File: src/rtl/lmt_pkg.sv
package lmt_pkg;
    localparam int DATA_W  = 32;
    localparam int CNT_LSB = 9;
    localparam int CNT_W   = 22;

    // Word indices (byte offset >> 2); the decode depends on these values.
    localparam logic [2:0] WIX_LIMIT  = 3'd0;
    localparam logic [2:0] WIX_COUNT  = 3'd1;
    localparam logic [2:0] WIX_KEEP   = 3'd2;

    typedef enum logic [1:0] {
        ST_FREE  = 2'd0,
        ST_ARMED = 2'd1,
        ST_HIT   = 2'd2
    } tmr_state_e;

    typedef struct packed {
        logic wr_lim;
        logic wr_keep;
        logic rd_lim;
    } tmr_ctl_s;
endpackage

File: src/rtl/lmt_prescaler.sv
module lmt_prescaler #(
    parameter int TICK_DIV = 25
) (
    input  logic clk,
    input  logic rst_n,
    input  logic restart,
    output logic tick
);
    localparam int PW = (TICK_DIV > 1) ? $clog2(TICK_DIV) : 1;
    localparam logic [PW-1:0] LAST = PW'(TICK_DIV - 1);

    logic [PW-1:0] phase_q;
    logic [PW-1:0] phase_d;

    assign tick = (phase_q == LAST);

    always_comb begin
        if (restart || tick) phase_d = '0;
        else                 phase_d = phase_q + 1'b1;
    end

    always_ff @(posedge clk or negedge rst_n) begin
        if (!rst_n) phase_q <= '0;
        else        phase_q <= phase_d;
    end

    generate
        if (TICK_DIV > 1) begin : g_gap_chk
            AST_TICK_GAP: assert property (@(posedge clk) disable iff (!rst_n)
                tick |=> !tick);
            AST_RESTART_NO_TICK: assert property (@(posedge clk) disable iff (!rst_n)
                restart |=> !tick);
        end
    endgenerate
endmodule

File: src/rtl/lmt_count_core.sv
module lmt_count_core
    import lmt_pkg::*;
(
    input  logic             clk,
    input  logic             rst_n,
    input  logic             tick,
    input  tmr_ctl_s         ctl,
    input  logic [CNT_W-1:0] wr_field,
    output logic [CNT_W-1:0] cnt_o,
    output logic [CNT_W-1:0] lim_o,
    output logic             reached_o,
    output logic             irq_o
);
    tmr_state_e       state_q, state_d;
    logic [CNT_W-1:0] cnt_q, cnt_d;
    logic [CNT_W-1:0] lim_q, lim_d;
    logic [CNT_W-1:0] cnt_inc;
    logic             match;
    logic             lim_next_nz;

    assign cnt_inc     = cnt_q + 1'b1;
    assign match       = tick && (lim_q != '0) && (cnt_inc == lim_q);
    assign lim_d       = (ctl.wr_lim || ctl.wr_keep) ? wr_field : lim_q;
    assign lim_next_nz = (lim_d != '0);

    // next-state
    always_comb begin
        state_d = state_q;
        if (ctl.wr_lim) begin
            state_d = lim_next_nz ? ST_ARMED : ST_FREE;
        end else if (match) begin
            state_d = ST_HIT;
        end else begin
            unique case (state_q)
                ST_FREE, ST_ARMED: begin
                    if (ctl.wr_keep) state_d = lim_next_nz ? ST_ARMED : ST_FREE;
                end
                ST_HIT: begin
                    if (ctl.rd_lim) state_d = lim_next_nz ? ST_ARMED : ST_FREE;
                end
                default: state_d = ST_FREE;
            endcase
        end
    end

    always_comb begin
        if (ctl.wr_lim)  cnt_d = '0;
        else if (tick)   cnt_d = match ? '0 : cnt_inc;
        else             cnt_d = cnt_q;
    end

    // state register
    always_ff @(posedge clk or negedge rst_n) begin
        if (!rst_n) begin
            state_q <= ST_FREE;
            cnt_q   <= '0;
            lim_q   <= '0;
        end else begin
            state_q <= state_d;
            cnt_q   <= cnt_d;
            lim_q   <= lim_d;
        end
    end

    // outputs
    always_comb begin
        cnt_o     = cnt_q;
        lim_o     = lim_q;
        reached_o = (state_q == ST_HIT);
        irq_o     = (state_q == ST_HIT);
    end

    AST_COUNT_HOLDS: assert property (@(posedge clk) disable iff (!rst_n)
        (!tick && !ctl.wr_lim) |=> $stable(cnt_q));
    AST_LIMIT_WRITE_RESTARTS: assert property (@(posedge clk) disable iff (!rst_n)
        ctl.wr_lim |=> (cnt_q == '0 && !irq_o));
    AST_FREE_NEVER_FLAGS: assert property (@(posedge clk) disable iff (!rst_n)
        (lim_q == '0 && state_q != ST_HIT && !ctl.wr_lim) |=> state_q != ST_HIT);
    AST_FREE_STATE_ZERO_LIMIT: assert property (@(posedge clk) disable iff (!rst_n)
        (state_q == ST_FREE) |-> (lim_q == '0));
    AST_MATCH_RAISES: assert property (@(posedge clk) disable iff (!rst_n)
        (match && !ctl.wr_lim) |=> (irq_o && cnt_q == '0));
    AST_IRQ_STICKY: assert property (@(posedge clk) disable iff (!rst_n)
        (irq_o && !ctl.wr_lim && !ctl.rd_lim) |=> irq_o);
    AST_READ_ACK: assert property (@(posedge clk) disable iff (!rst_n)
        (ctl.rd_lim && !match && !ctl.wr_lim) |=> !irq_o);
    AST_KEEP_COUNT: assert property (@(posedge clk) disable iff (!rst_n)
        (ctl.wr_keep && !ctl.wr_lim && !tick) |=> $stable(cnt_q));
endmodule

File: src/rtl/lmt_regif.sv
module lmt_regif
    import lmt_pkg::*;
#(
    parameter int ADDR_W = 5
) (
    input  logic              clk,
    input  logic              rst_n,
    input  logic [ADDR_W-1:0] bus_addr,
    input  logic              bus_wr,
    input  logic [DATA_W-1:0] bus_wdata,
    input  logic              bus_rd,
    input  logic [CNT_W-1:0]  cnt,
    input  logic [CNT_W-1:0]  lim,
    input  logic              reached,
    output tmr_ctl_s          ctl,
    output logic [CNT_W-1:0]  wr_field,
    output logic [DATA_W-1:0] rdata
);
    localparam int IW = ADDR_W - 2;

    logic [IW-1:0]     idx;
    logic [DATA_W-1:0] rd_word;
    logic [DATA_W-1:0] rdata_q;
    logic              unused_bits;

    assign idx         = bus_addr[ADDR_W-1:2];
    assign wr_field    = bus_wdata[CNT_LSB +: CNT_W];
    assign unused_bits = ^{bus_addr[1:0], bus_wdata[DATA_W-1], bus_wdata[CNT_LSB-1:0]};

    always_comb begin
        ctl.wr_lim  = bus_wr && (idx == IW'(WIX_LIMIT));
        ctl.wr_keep = bus_wr && (idx == IW'(WIX_KEEP));
        ctl.rd_lim  = bus_rd && (idx == IW'(WIX_LIMIT));
    end

    always_comb begin
        rd_word = '0;
        if (idx == IW'(WIX_LIMIT))      rd_word = {1'b0, lim, {CNT_LSB{1'b0}}};
        else if (idx == IW'(WIX_COUNT)) rd_word = {reached, cnt, {CNT_LSB{1'b0}}};
    end

    always_ff @(posedge clk or negedge rst_n) begin
        if (!rst_n)      rdata_q <= '0;
        else if (bus_rd) rdata_q <= rd_word;
    end

    assign rdata = rdata_q;

    AST_LOW_BITS_ZERO: assert property (@(posedge clk) disable iff (!rst_n)
        rdata[CNT_LSB-1:0] == '0);
    AST_UNMAPPED_READ_ZERO: assert property (@(posedge clk) disable iff (!rst_n)
        (bus_rd && idx > IW'(WIX_COUNT)) |=> (rdata == '0));
    AST_LIMIT_READ_TOP_ZERO: assert property (@(posedge clk) disable iff (!rst_n)
        ctl.rd_lim |=> !rdata[DATA_W-1]);
endmodule

File: src/rtl/lmt_timer.sv
module lmt_timer
    import lmt_pkg::*;
#(
    parameter int TICK_DIV = 25,
    parameter int ADDR_W   = 5
) (
    input  logic              clk,
    input  logic              rst_n,
    input  logic [ADDR_W-1:0] bus_addr,
    input  logic              bus_wr,
    input  logic [31:0]       bus_wdata,
    input  logic              bus_rd,
    output logic [31:0]       bus_rdata,
    output logic              irq
);
    tmr_ctl_s         ctl;
    logic [CNT_W-1:0] wr_field;
    logic [CNT_W-1:0] cnt;
    logic [CNT_W-1:0] lim;
    logic             reached;
    logic             tick;

    lmt_prescaler #(.TICK_DIV(TICK_DIV)) u_presc (
        .clk     (clk),
        .rst_n   (rst_n),
        .restart (ctl.wr_lim),
        .tick    (tick)
    );

    lmt_count_core u_core (
        .clk       (clk),
        .rst_n     (rst_n),
        .tick      (tick),
        .ctl       (ctl),
        .wr_field  (wr_field),
        .cnt_o     (cnt),
        .lim_o     (lim),
        .reached_o (reached),
        .irq_o     (irq)
    );

    lmt_regif #(.ADDR_W(ADDR_W)) u_regif (
        .clk       (clk),
        .rst_n     (rst_n),
        .bus_addr  (bus_addr),
        .bus_wr    (bus_wr),
        .bus_wdata (bus_wdata),
        .bus_rd    (bus_rd),
        .cnt       (cnt),
        .lim       (lim),
        .reached   (reached),
        .ctl       (ctl),
        .wr_field  (wr_field),
        .rdata     (bus_rdata)
    );

    AST_RESET_QUIET: assert property (@(posedge clk) $rose(rst_n) |-> !irq);
endmodule

File: config.mk
export PLATFORM = sky130hd
export DESIGN_NAME = lmt_timer
export DESIGN_NICKNAME = d
export VERILOG_FILES = /design/src/rtl/lmt_pkg.sv /design/src/rtl/lmt_prescaler.sv /design/src/rtl/lmt_count_core.sv /design/src/rtl/lmt_regif.sv /design/src/rtl/lmt_timer.sv
export SDC_FILE = /design/constraint.sdc
export NUM_CORES = 1
export LEC_CHECK = 0
export ABC_CLOCK_PERIOD_IN_PS = 2300
export BUFFER_PORTS_ARGS = -buffer_cell sky130_fd_sc_hd__buf_2
export CORE_MARGIN = 2
export CORE_UTILIZATION = 51
export DETAILED_ROUTE_END_ITERATION = 6
export GPL_TIMING_DRIVEN = 0
export PLACE_DENSITY = 0.87
export SLEW_MARGIN = 20
export SYNTH_ARGS = -nofsm -noshare
export SYNTH_HDL_FRONTEND = slang
export SYNTH_SLANG_ARGS = --single-unit
File: constraint.sdc
create_clock -name clk -period 2.3 [get_ports clk]
set_input_delay 0.575 -clock clk [delete_from_list [all_inputs] [get_ports clk]]
set_output_delay 0.575 -clock clk [all_outputs]
set_load 0.1 [all_outputs]
# Yosys cells after proc, flatten, opt, wreduce, memory -nomap -nowiden

Index checks and enable logic that the tools add are counted.

Bitwise logic cells: 0
Shift-type cells: 0
Eq/ne operators: 8
$mul: 0
Magnitude comparators: 0
Reduce and logical (&&, ||, !) cells: 14
Muxes and demuxes: 13
Div/mod/pow operators: 0
$add $sub $neg: 2

Operators with widths:

| kind                    | number |
|---|---|
| $mux W22                | 4 |
| $mux W32                | 2 |
| $reduce_bool A22 Y1     | 2 |
| $add A22 B1 Y22 const B | 1 |
| $eq A22 B22 Y1          | 1 |
| $mux W2                 | 4 |
| $add A5 B1 Y5 const B   | 1 |
| $eq A5 B5 Y1 const B    | 1 |
| $logic_and A1 B1 Y1     | 5 |
| $mux W5                 | 1 |
| $ne A4 B2 Y1 const B    | 1 |
| $ne A4 B4 Y1 const B    | 1 |
| $pmux W2 S2             | 1 |
| $eq A3 B1 Y1 const B    | 1 |
| $eq A3 B2 Y1 const B    | 1 |
| $logic_not A3 Y1        | 1 |
| $eq A2 B1 Y1 const B    | 1 |
| $eq A2 B2 Y1 const B    | 1 |
| $logic_not A2 Y1        | 1 |
| $logic_or A1 B1 Y1      | 2 |
| $reduce_and A2 Y1       | 1 |
| $reduce_bool A2 Y1      | 1 |
| $reduce_or A2 Y1        | 1 |
| $mux W1                 | 1 |

Memory bits (read-only): 0
Bits in writable memories: 0
Output and inout port bits: 33
Memories kept: 0
Latch bits: 0
Flip-flop bits (word level): 83

# Depth between registers and ports, before layout

Gate-level depths: netlist of run 1.

Depth after elaboration: 10
Gate-level depth with buffers: 10
Depth with buffers taken out: 9

# Cells and area by module

Synthesis of run 1 repeated with hierarchy kept, for this count alone.

Cell total of the unflattened synthesis: 509
Area, all modules: 4908.5 sq um

By module, submodules not included:

| module         | area each (sq um) | cells an instance | seq. area each (sq um) | times used |
|---|---|---|---|---|
| lmt_count_core | 3136.8            | 350               | 1151.1                 | 1 |
| lmt_regif      | 1476.4            | 136               | 575.6                  | 1 |
| lmt_prescaler  | 295.3             | 23                | 125.1                  | 1 |

# Least setup slack after synthesis of run 1

No wires, ideal clock.

Kind: input to register
Start: in bus_addr[2]
End: reg u_core.state_q[0]
Stages: 8
Setup time: 0.118 ns
Arrival time: 2.438 ns
Slack: -0.256 ns
Required time: 2.182 ns
Cell sequence: nor3b_2 clkbuf_1 mux2_2 nor4_1 nand4_1 or2_2 a21oi_1 o21ai_2

Longest elaborated chain between the ends: 10
Elaborated cells between the ends (all ways): 17
Classes of those cells: eq/ne (3); mux (7); reduce/logical (7)

Ends and longest elaborated chain:

| item                                                    | RTL line                                                         | RTL |
|---|---|---|
| start: declaration                                      | lmt_timer.sv:9                                                   | `input logic [ADDR_W-1:0] bus_addr,` |
| $eq A3 B2 Y1 / $logic_not A3 Y1 (equally long branches) | lmt_regif.sv:32, lmt_regif.sv:31                                 |  |
| $logic_and A1 B1 Y1 (on tied branches)                  | lmt_regif.sv:32, lmt_regif.sv:31                                 |  |
| $logic_or A1 B1 Y1 (*)                                  | lmt_count_core.sv:23                                             | `assign lim_d = (ctl.wr_lim \|\| ctl.wr_keep) ? wr_field : lim_q;` |
| $mux W22 (*)                                            | lmt_count_core.sv:23                                             |  |
| via u_core.lim_d[5]                                     | lmt_count_core.sv:16                                             | `logic [CNT_W-1:0] lim_q, lim_d;` |
| $reduce_bool A22 Y1 (*)                                 | lmt_count_core.sv:24                                             | `assign lim_next_nz = (lim_d != '0);` |
| $mux W1 (*)                                             | lmt_count_core.sv:30, lmt_count_core.sv:36, lmt_count_core.sv:39 |  |
| $mux W2 (on tied branches)                              | lmt_count_core.sv:39, lmt_count_core.sv:36                       |  |
| $pmux W2 S2                                             | lmt_count_core.sv:34                                             | `unique case (state_q)` |
| $mux W2                                                 | lmt_count_core.sv:31                                             | `end else if (match) begin` |
| $mux W2 (*)                                             | lmt_count_core.sv:29                                             | `if (ctl.wr_lim) begin` |
| end signal: assignment                                  | lmt_count_core.sv:59                                             | `state_q <= state_d;` |
| end: declaration                                        | lmt_count_core.sv:14                                             | `tmr_state_e state_q, state_d;` |

The timed path passes the listed nets; every way through them passes the cells marked *. The select of a mux whose other input is x is not followed.
A chain may end at the register's enable or synchronous reset.

# Final worst setup path of run 1

Start: reg u_core.cnt_q[2], in the netlist u_core.cnt_o[2]
End: reg u_core.cnt_q[18], in the netlist u_core.cnt_o[18]

Longest elaborated chain between the ends: 6

Ends and longest elaborated chain:

| item                       | RTL line             | RTL |
|---|---|---|
| start: declaration         | lmt_count_core.sv:15 | `logic [CNT_W-1:0] cnt_q, cnt_d;` |
| start signal: assignment   | lmt_count_core.sv:60 | `cnt_q <= cnt_d;` |
| $add A22 B1 Y22 (*)        | lmt_count_core.sv:21 | `assign cnt_inc = cnt_q + 1'b1;` |
| $eq A22 B22 Y1             | lmt_count_core.sv:22 | `assign match = tick && (lim_q != '0) && (cnt_inc == lim_q);` |
| $logic_and A1 B1 Y1        | lmt_count_core.sv:22 |  |
| $mux W22 (*) (2 in series) | lmt_count_core.sv:48 | `else if (tick) cnt_d = match ? '0 : cnt_inc;` |
| $mux W22 (*)               | lmt_count_core.sv:47 | `if (ctl.wr_lim) cnt_d = '0;` |

Every way passes the cells marked *; elsewhere a longest branch is shown, timed or not. The select of a mux whose other input is x is not followed.

==> flow_summary.yaml, run 1 <==
grt:
  grt_antenna_before_repair: 0
  grt_max_degree: 53
  overflow: 0
  grt_pass1_wl_um: 19600
  grt_pass1_vias: 3787
  grt_use_total_pct: 28.4
clock_network:
  ctsHoldBuffers: 0
  cts.reportedPaths.clkPinSlew_ns: 0.09
  clock_sinks: 74
  clockRootBuffer: "clkbuf_8"
  cts_made_buffers: 9
  cts_max_path_buffers: 2
  cts_tree: "yes"
  htreeDepth: 3
  clock_latency_ns: 0.36
worst_setup_path:
  worst-r2r-setup-slack_ns: -0.22
  end_kind: "flip-flop"
  critPathArrivalTime_ns: 2.73
  cp.required_ns: 2.51
  worstPathMaxFanout: 10
  cp-start-kind: "flip-flop"
  timing_worst_setup_path_type: "reg2reg"
logic_synthesis:
  synthArstFlopShare_pct: 100
  ys_types: 62
  syn_avg_cell_area_sq_um: 9.86
  yosysWarnings: 0
  ys_seq_elements: 74
  ys_seq_area_share_pct: 42.9
  ys.flop_type: "dfrtp_1"
  syn_inst: 438
  synth_edf_count: 0
  netlist_area_sq_mm: 0.00432
place:
  dpl.hpwl_um: 8240
  gp_congestion: 0.921
  io_buffers: 52
timing:
  rsz0062_at_grt: "true"
  finalSetupTns_ns: -4.67
  worst_pin_slew_ns: 0.888
  hold_ws_ns: 0.0945
  fmax_mhz: 396
  drv_slew: 0
  worst_slack_ns: -0.224
  period_share_pct: 110
  fin_skew_ns: 0.0137
  hold_viol: 0
  relSlewSlack_pct: 40.0
  setup_viol: 23
  period_needed_ns: 2.52
power_and_ir_drop:
  peakVddDrop_mv: 0.538
  powerDensity_mw_per_mm2: 739
  p_leak_nw: 2.41
die:
  die-area_sq_mm: 0.00922
  num_rows: 33
  die_w_um: 96.0
  die_y_um: 96.0
  initial_core_util_pct: 52.6
  io_pins: 74
  core-area_sq_mm: 0.00822
final_layout:
  nets: 585
  multi_input_area_sq_mm: 0.00241
  area_delta_synth_final_pct: 29.4
  fillers: 548
  regArea_sq_mm: 0.00186
  drive_gt1_share_pct: 37.6
  antennaDiodeCount: 0
drt:
  vias: 4063
  dr.pass1.iters: 5
  drtIter0Drc: 447
  drc: 0
  wl_per_cell_um: 20.5
  ant_nets: 0
  wl_um: 13300
  viasPerCell: 6.25
run_status:
  status: "finished, violations left"
  violations: "negative setup slack"
run:
  maxCapViolCount: 0
worst_hold_path:
  hp-class: "in2async"
flip-flops by register name, indices dropped and copies added (netlist names):
name             cells
u_presc.phase_q      5
u_core.state_q       2
u_core.cnt_o        22
u_regif.rdata       23
u_core.lim_o        22
path summary, 6_finish.rpt:
kind | start | end | cells after the start
worst max-delay path | u_core.cnt_o[2] | u_core.cnt_o[18] | 10
worst min-delay path | rst_n | u_core.lim_o[0] | 1
worst max register to register | u_core.cnt_o[2] | u_core.cnt_o[18] | 10
worst min register to register | u_presc.phase_q[0] | u_presc.phase_q[0] | 1
max in group asynchronous | rst_n | u_core.cnt_o[17] | 2
min in group clk | bus_wdata[30] | u_core.lim_o[21] | 2
Yosys cell counts (all sizes together), types with 2 or more instances:
master | n | share of area, %
dfrtp | 74 | 43
xnor2 | 36 | 7.3
nor3 | 32 | 4.3
inv | 28 | 2.4
o21ai | 25 | 3.0
buf | 24 | 4.2
nand2 | 24 | 2.1
a22oi | 23 | 4.0
mux2 | 22 | 5.7
nor2 | 22 | 2.0
nor4 | 19 | 3.7
clkbuf | 17 | 1.5
xor2 | 17 | 3.4
nand3 | 13 | 1.6
nand4 | 10 | 2.3
a21oi | 6 | 0.78
nor2b | 4 | 0.58
ha | 3 | 0.87
nor3b | 3 | 0.64
o2111ai | 3 | 0.75
a21o | 2 | 0.35
a31oi | 2 | 0.29
and2 | 2 | 0.29
o31ai | 2 | 0.35
o32ai | 2 | 0.41
or2 | 2 | 0.29
layout by cell type, fill, tap and decap left out, types with 8 or more instances in the layout:
cell and count:
nor3_1 25, xnor2_1 35, buf_4 40, nand3_1 10, o21ai_0 24, nor4_1 8, buf_2 51, a22oi_1 22
dfrtp_1 67, inv_1 28, xor2_1 17, mux2_2 19, buf_6 14, nand2_1 21, conb_1 9, clkbuf_1 13
nor2_1 20, clkbuf_8 12
through the flow:
| step | area, sq um | utilization (%) | setup WS (ns) | total power, mW | instances |
|---|---|---|---|---|---|
| 2_1_floorplan | 4390 | - | -0.0140 | 2.50 | 446 |
| 3_3_place_gp | 4780 | 58.2 | -0.565 | 2.73 | 603 |
| 3_5_place_dp | 4810 | 58.6 | -0.636 | 2.79 | 604 |
| 4_1_cts | 5240 | 63.8 | -0.106 | 3.95 | 632 |
| 5_1_grt | 5590 | 68.0 | -0.262 | 4.28 | 650 |
| 6_report | 5590 | 68.0 | -0.224 | 4.13 | 650 |
power by group:
part	switching, mW	total (mW)	internal [mW]
clock	0.509	1.06	0.555
sequential	0.246	1.73	1.49
combinational	0.824	1.34	0.515
total	1.58	4.13	2.55
critical path: stages (launching register included):
cell,delay [ns]
dfrtp_1,0.42
clkbuf_4,0.22
nor2b_1,0.16
nor3_1,0.29
o32ai_4,0.14
nor4_2,0.32
o2111ai_2,0.24
nor3_4,0.25
buf_6,0.16
buf_6,0.13
nor3_1,0.06
cell type report:
class / count / area share (%)
sequential: 74 / 33.3
buffer: 40 / 5.53
clock inverter: 4 / 0.918
multi-input combinational: 303 / 43.1
clock buffer: 11 / 2.71
inverter: 28 / 1.88
tap: 105 / 2.35
timing repair buffer: 85 / 10.2
routing by layer:
layer	global-route usage (%)	vias up	routed length, um
met5	0	-	0
met4	14.2	0	693
met3	4.54	77	1180
met2	45.1	274	6300
met1	37.8	1977	5150
li1	-	1735	-
cell families (layout without fill, tap and decap cells):
group / count (synthesis) / in the layout / share of synthesized area [%]
flip-flops: 74 / 74 / 42.9
multiplexers: 23 / 23 / 5.97
other: 1 / 9 / 0.0868
adder cells (fa/ha/maj): 3 / 3 / 0.869
AND/OR/NAND/NOR: 140 / 140 / 19.4
XOR/XNOR: 53 / 53 / 10.7
AO/OA/AOI/OAI: 75 / 75 / 11.9
buffers and inverters: 69 / 168 / 8.17
what timing repair did:
| action | 4_1_cts | 5_1_grt |
|---|---|---|
| endpoints found under the setup margin | 24 | 24 |
| setup buffers | 12 | 18 |
| pin swaps | 11 | 18 |
| resized for setup | 26 | 45 |
| cloned | 2 | 1 |
(Power assumes the default switching activity.)
==> run 2: changes to the inputs <==
--- a/config.mk
+++ b/config.mk
@@ -12,6 +12,7 @@
 export DETAILED_ROUTE_END_ITERATION = 6
 export GPL_TIMING_DRIVEN = 0
 export PLACE_DENSITY = 0.87
+export SETUP_SLACK_MARGIN = 0.3
 export SLEW_MARGIN = 20
 export SYNTH_ARGS = -nofsm -noshare
 export SYNTH_HDL_FRONTEND = slang
==> flow_summary.yaml, run 2 (synthesis results as in run 1) <==
grt:
  grt_pass1_wl_um: 21700
  grt_antenna_before_repair: 0
  grt_pass1_vias: 4245
  grt_use_total_pct: 31.4
  grt_max_degree: 41
  overflow: 0
timing:
  worst_pin_slew_ns: 0.805
  setup_viol: 24
  relSlewSlack_pct: 46.3
  drv_slew: 0
  fin_skew_ns: 0.0191
  hold_viol: 0
  period_share_pct: 119
  fmax_mhz: 367
  worst_slack_ns: -0.427
  period_needed_ns: 2.73
  rsz0062_at_grt: "true"
drt:
  ant_nets: 0
  drtIter0Drc: 813
  dr.pass1.iters: 7
  wl_per_cell_um: 25.7
  wl_um: 17000
  vias: 4557
  drc: 65
  viasPerCell: 6.88
worst_setup_path:
  cp.required_ns: 2.49
  end_kind: "flip-flop"
  cp-start-kind: "flip-flop"
  max_stage_delay_ns: 0.43
  critPathArrivalTime_ns: 2.92
  cpLargestDelayFamily: "simple AND/OR/NAND/NOR gates"
  cp_num_buf_inv: 3
  worstPathMaxFanout: 6
  crit_slowest_cell: "dfrtp_2"
  cp_cell_sequence: "buf_6, nand3_4, buf_12, nor3_4, o32ai_2, nor4_2, o2111ai_2, buf_4, o311ai_4, a21oi_1"
  timing_worst_setup_path_type: "reg2reg"
run_status:
  status: "finished, violations left"
  violations: "design-rule violations, negative setup slack"
die:
  io_pins: 74
  die_y_um: 96.0
  core-area_sq_mm: 0.00822
  initial_core_util_pct: 52.6
  num_rows: 33
  die-area_sq_mm: 0.00922
  die_w_um: 96.0
clock_network:
  clockRootBuffer: "clkbuf_8"
  cts_max_path_buffers: 2
  cts_made_buffers: 9
  clock_latency_ns: 0.36
  cts_tree: "yes"
  htreeDepth: 3
  clock_sinks: 74
  ctsHoldBuffers: 0
  cts.reportedPaths.clkPinSlew_ns: 0.09
final_layout:
  fin_area_sq_mm: 0.00584
  mostFrequentLayoutCell: "dfrtp_1"
  finish.utilization_pct: 71.1
  nets: 596
  area_delta_synth_final_pct: 35.2
  multi_input_area_sq_mm: 0.00256
  largest_reg_flops: 23
  fillers: 479
  mostFrequentLayoutCells: "dfrtp_1 (67), buf_2 (50), buf_4 (45)"
  drive_gt1_share_pct: 42.5
  regArea_sq_mm: 0.00186
  antennaDiodeCount: 0
power_and_ir_drop:
  p_leak_nw: 2.54
  peakVddDrop_mv: 0.552
  powerDensity_mw_per_mm2: 727
place:
  gp_congestion: 0.922
  io_buffers: 52
  dpl.hpwl_um: 8290
  dpl_cell_area_sq_mm: 0.00492
worst_hold_path:
  hp-class: "in2async"
run:
  maxCapViolCount: 0
==> run 2: changes by cell type in the layout (fill, tap and decap cells not counted), moves of 2 or more <==
cell / before / now
nor4_4: 4 / 6
nand2_2: 3 / 5
nor2_1: 20 / 18
nand2_1: 21 / 19
buf_4: 40 / 45
nor3_2: 4 / 16
nor2_2: 0 / 2
nor3_1: 25 / 13
buf_8: 0 / 3
==> run 2: layer usage <==
metal / vias to the layer above / routed length (um) / track usage, % / part of all wire [%]
met5: - / 0 / 0 / 0
met4: 0 / 1770 / 20.1 / 10
met3: 189 / 2110 / 7.44 / 12
met2: 496 / 7600 / 50.6 / 45
met1: 2120 / 5540 / 37.6 / 33
li1: 1752 / - / - / -
==> run 2: worst register-to-register path, stage by stage, from the launching register on <==
cell and delay, ns:
dfrtp_2 0.43, buf_6 0.12, nand3_4 0.15, buf_12 0.19, nor3_4 0.26, o32ai_2 0.16
nor4_2 0.40, o2111ai_2 0.24, buf_4 0.21, o311ai_4 0.27, a21oi_1 0.14
==> run 2: timing repair <==
item	4_1_cts	5_1_grt
pin swaps	22	23
cloned	2	1
buffers inserted	17	22
resized for setup	43	40
endpoints found under the setup margin	40	25
==> run 2: power by group <==
part	leakage (nW)	total (mW)	internal, mW	switching [mW]
registers	0.949	1.74	1.49	0.251
clock network	0.101	1.04	0.506	0.534
logic	1.49	1.47	0.547	0.923
total	2.54	4.25	2.54	1.71
==> run 2: stage by stage <==
stage / TNS (ns) / total power, mW / hold slack [ns] / setup WS [ns] / cells
3_3_place_gp: -4.01 / 2.75 / 0.467 / -0.560 / 603
2_1_floorplan: -0.0140 / 2.52 / 0.279 / -0.0140 / 446
4_1_cts: -1.33 / 3.98 / 0.169 / -0.0822 / 639
3_5_place_dp: -7.42 / 2.81 / 0.488 / -0.608 / 604
5_1_grt: -10.19 / 4.36 / 0.190 / -0.465 / 662
6_report: -9.34 / 4.25 / 0.163 / -0.427 / 662
==> run 2: cell type report <==
class | count | share of cell area (%)
timing repair buffer | 95 | 11.4
sequential | 74 | 31.8
clock inverter | 6 | 1.13
buffer | 41 | 5.67
multi-input combinational | 303 | 43.7
tap | 105 | 2.25
clock buffer | 10 | 2.18
inverter | 28 | 1.80
==> run 2: final timing paths <==
check	cells after the start	to	startpoint	slack [ns]
worst max-delay path	10	u_core.cnt_o[1]	u_core.cnt_o[1]	-0.43
worst min-delay path	1	u_regif.rdata[10]	rst_n	0.16
worst max register to register	10	u_core.cnt_o[1]	u_core.cnt_o[1]	-0.43
worst min register to register	2	u_regif.rdata[14]	u_regif.rdata[14]	0.53
max in group asynchronous	2	u_core.cnt_o[15]	rst_n	1.54
min in group clk	2	u_core.lim_o[1]	bus_wdata[10]	0.47
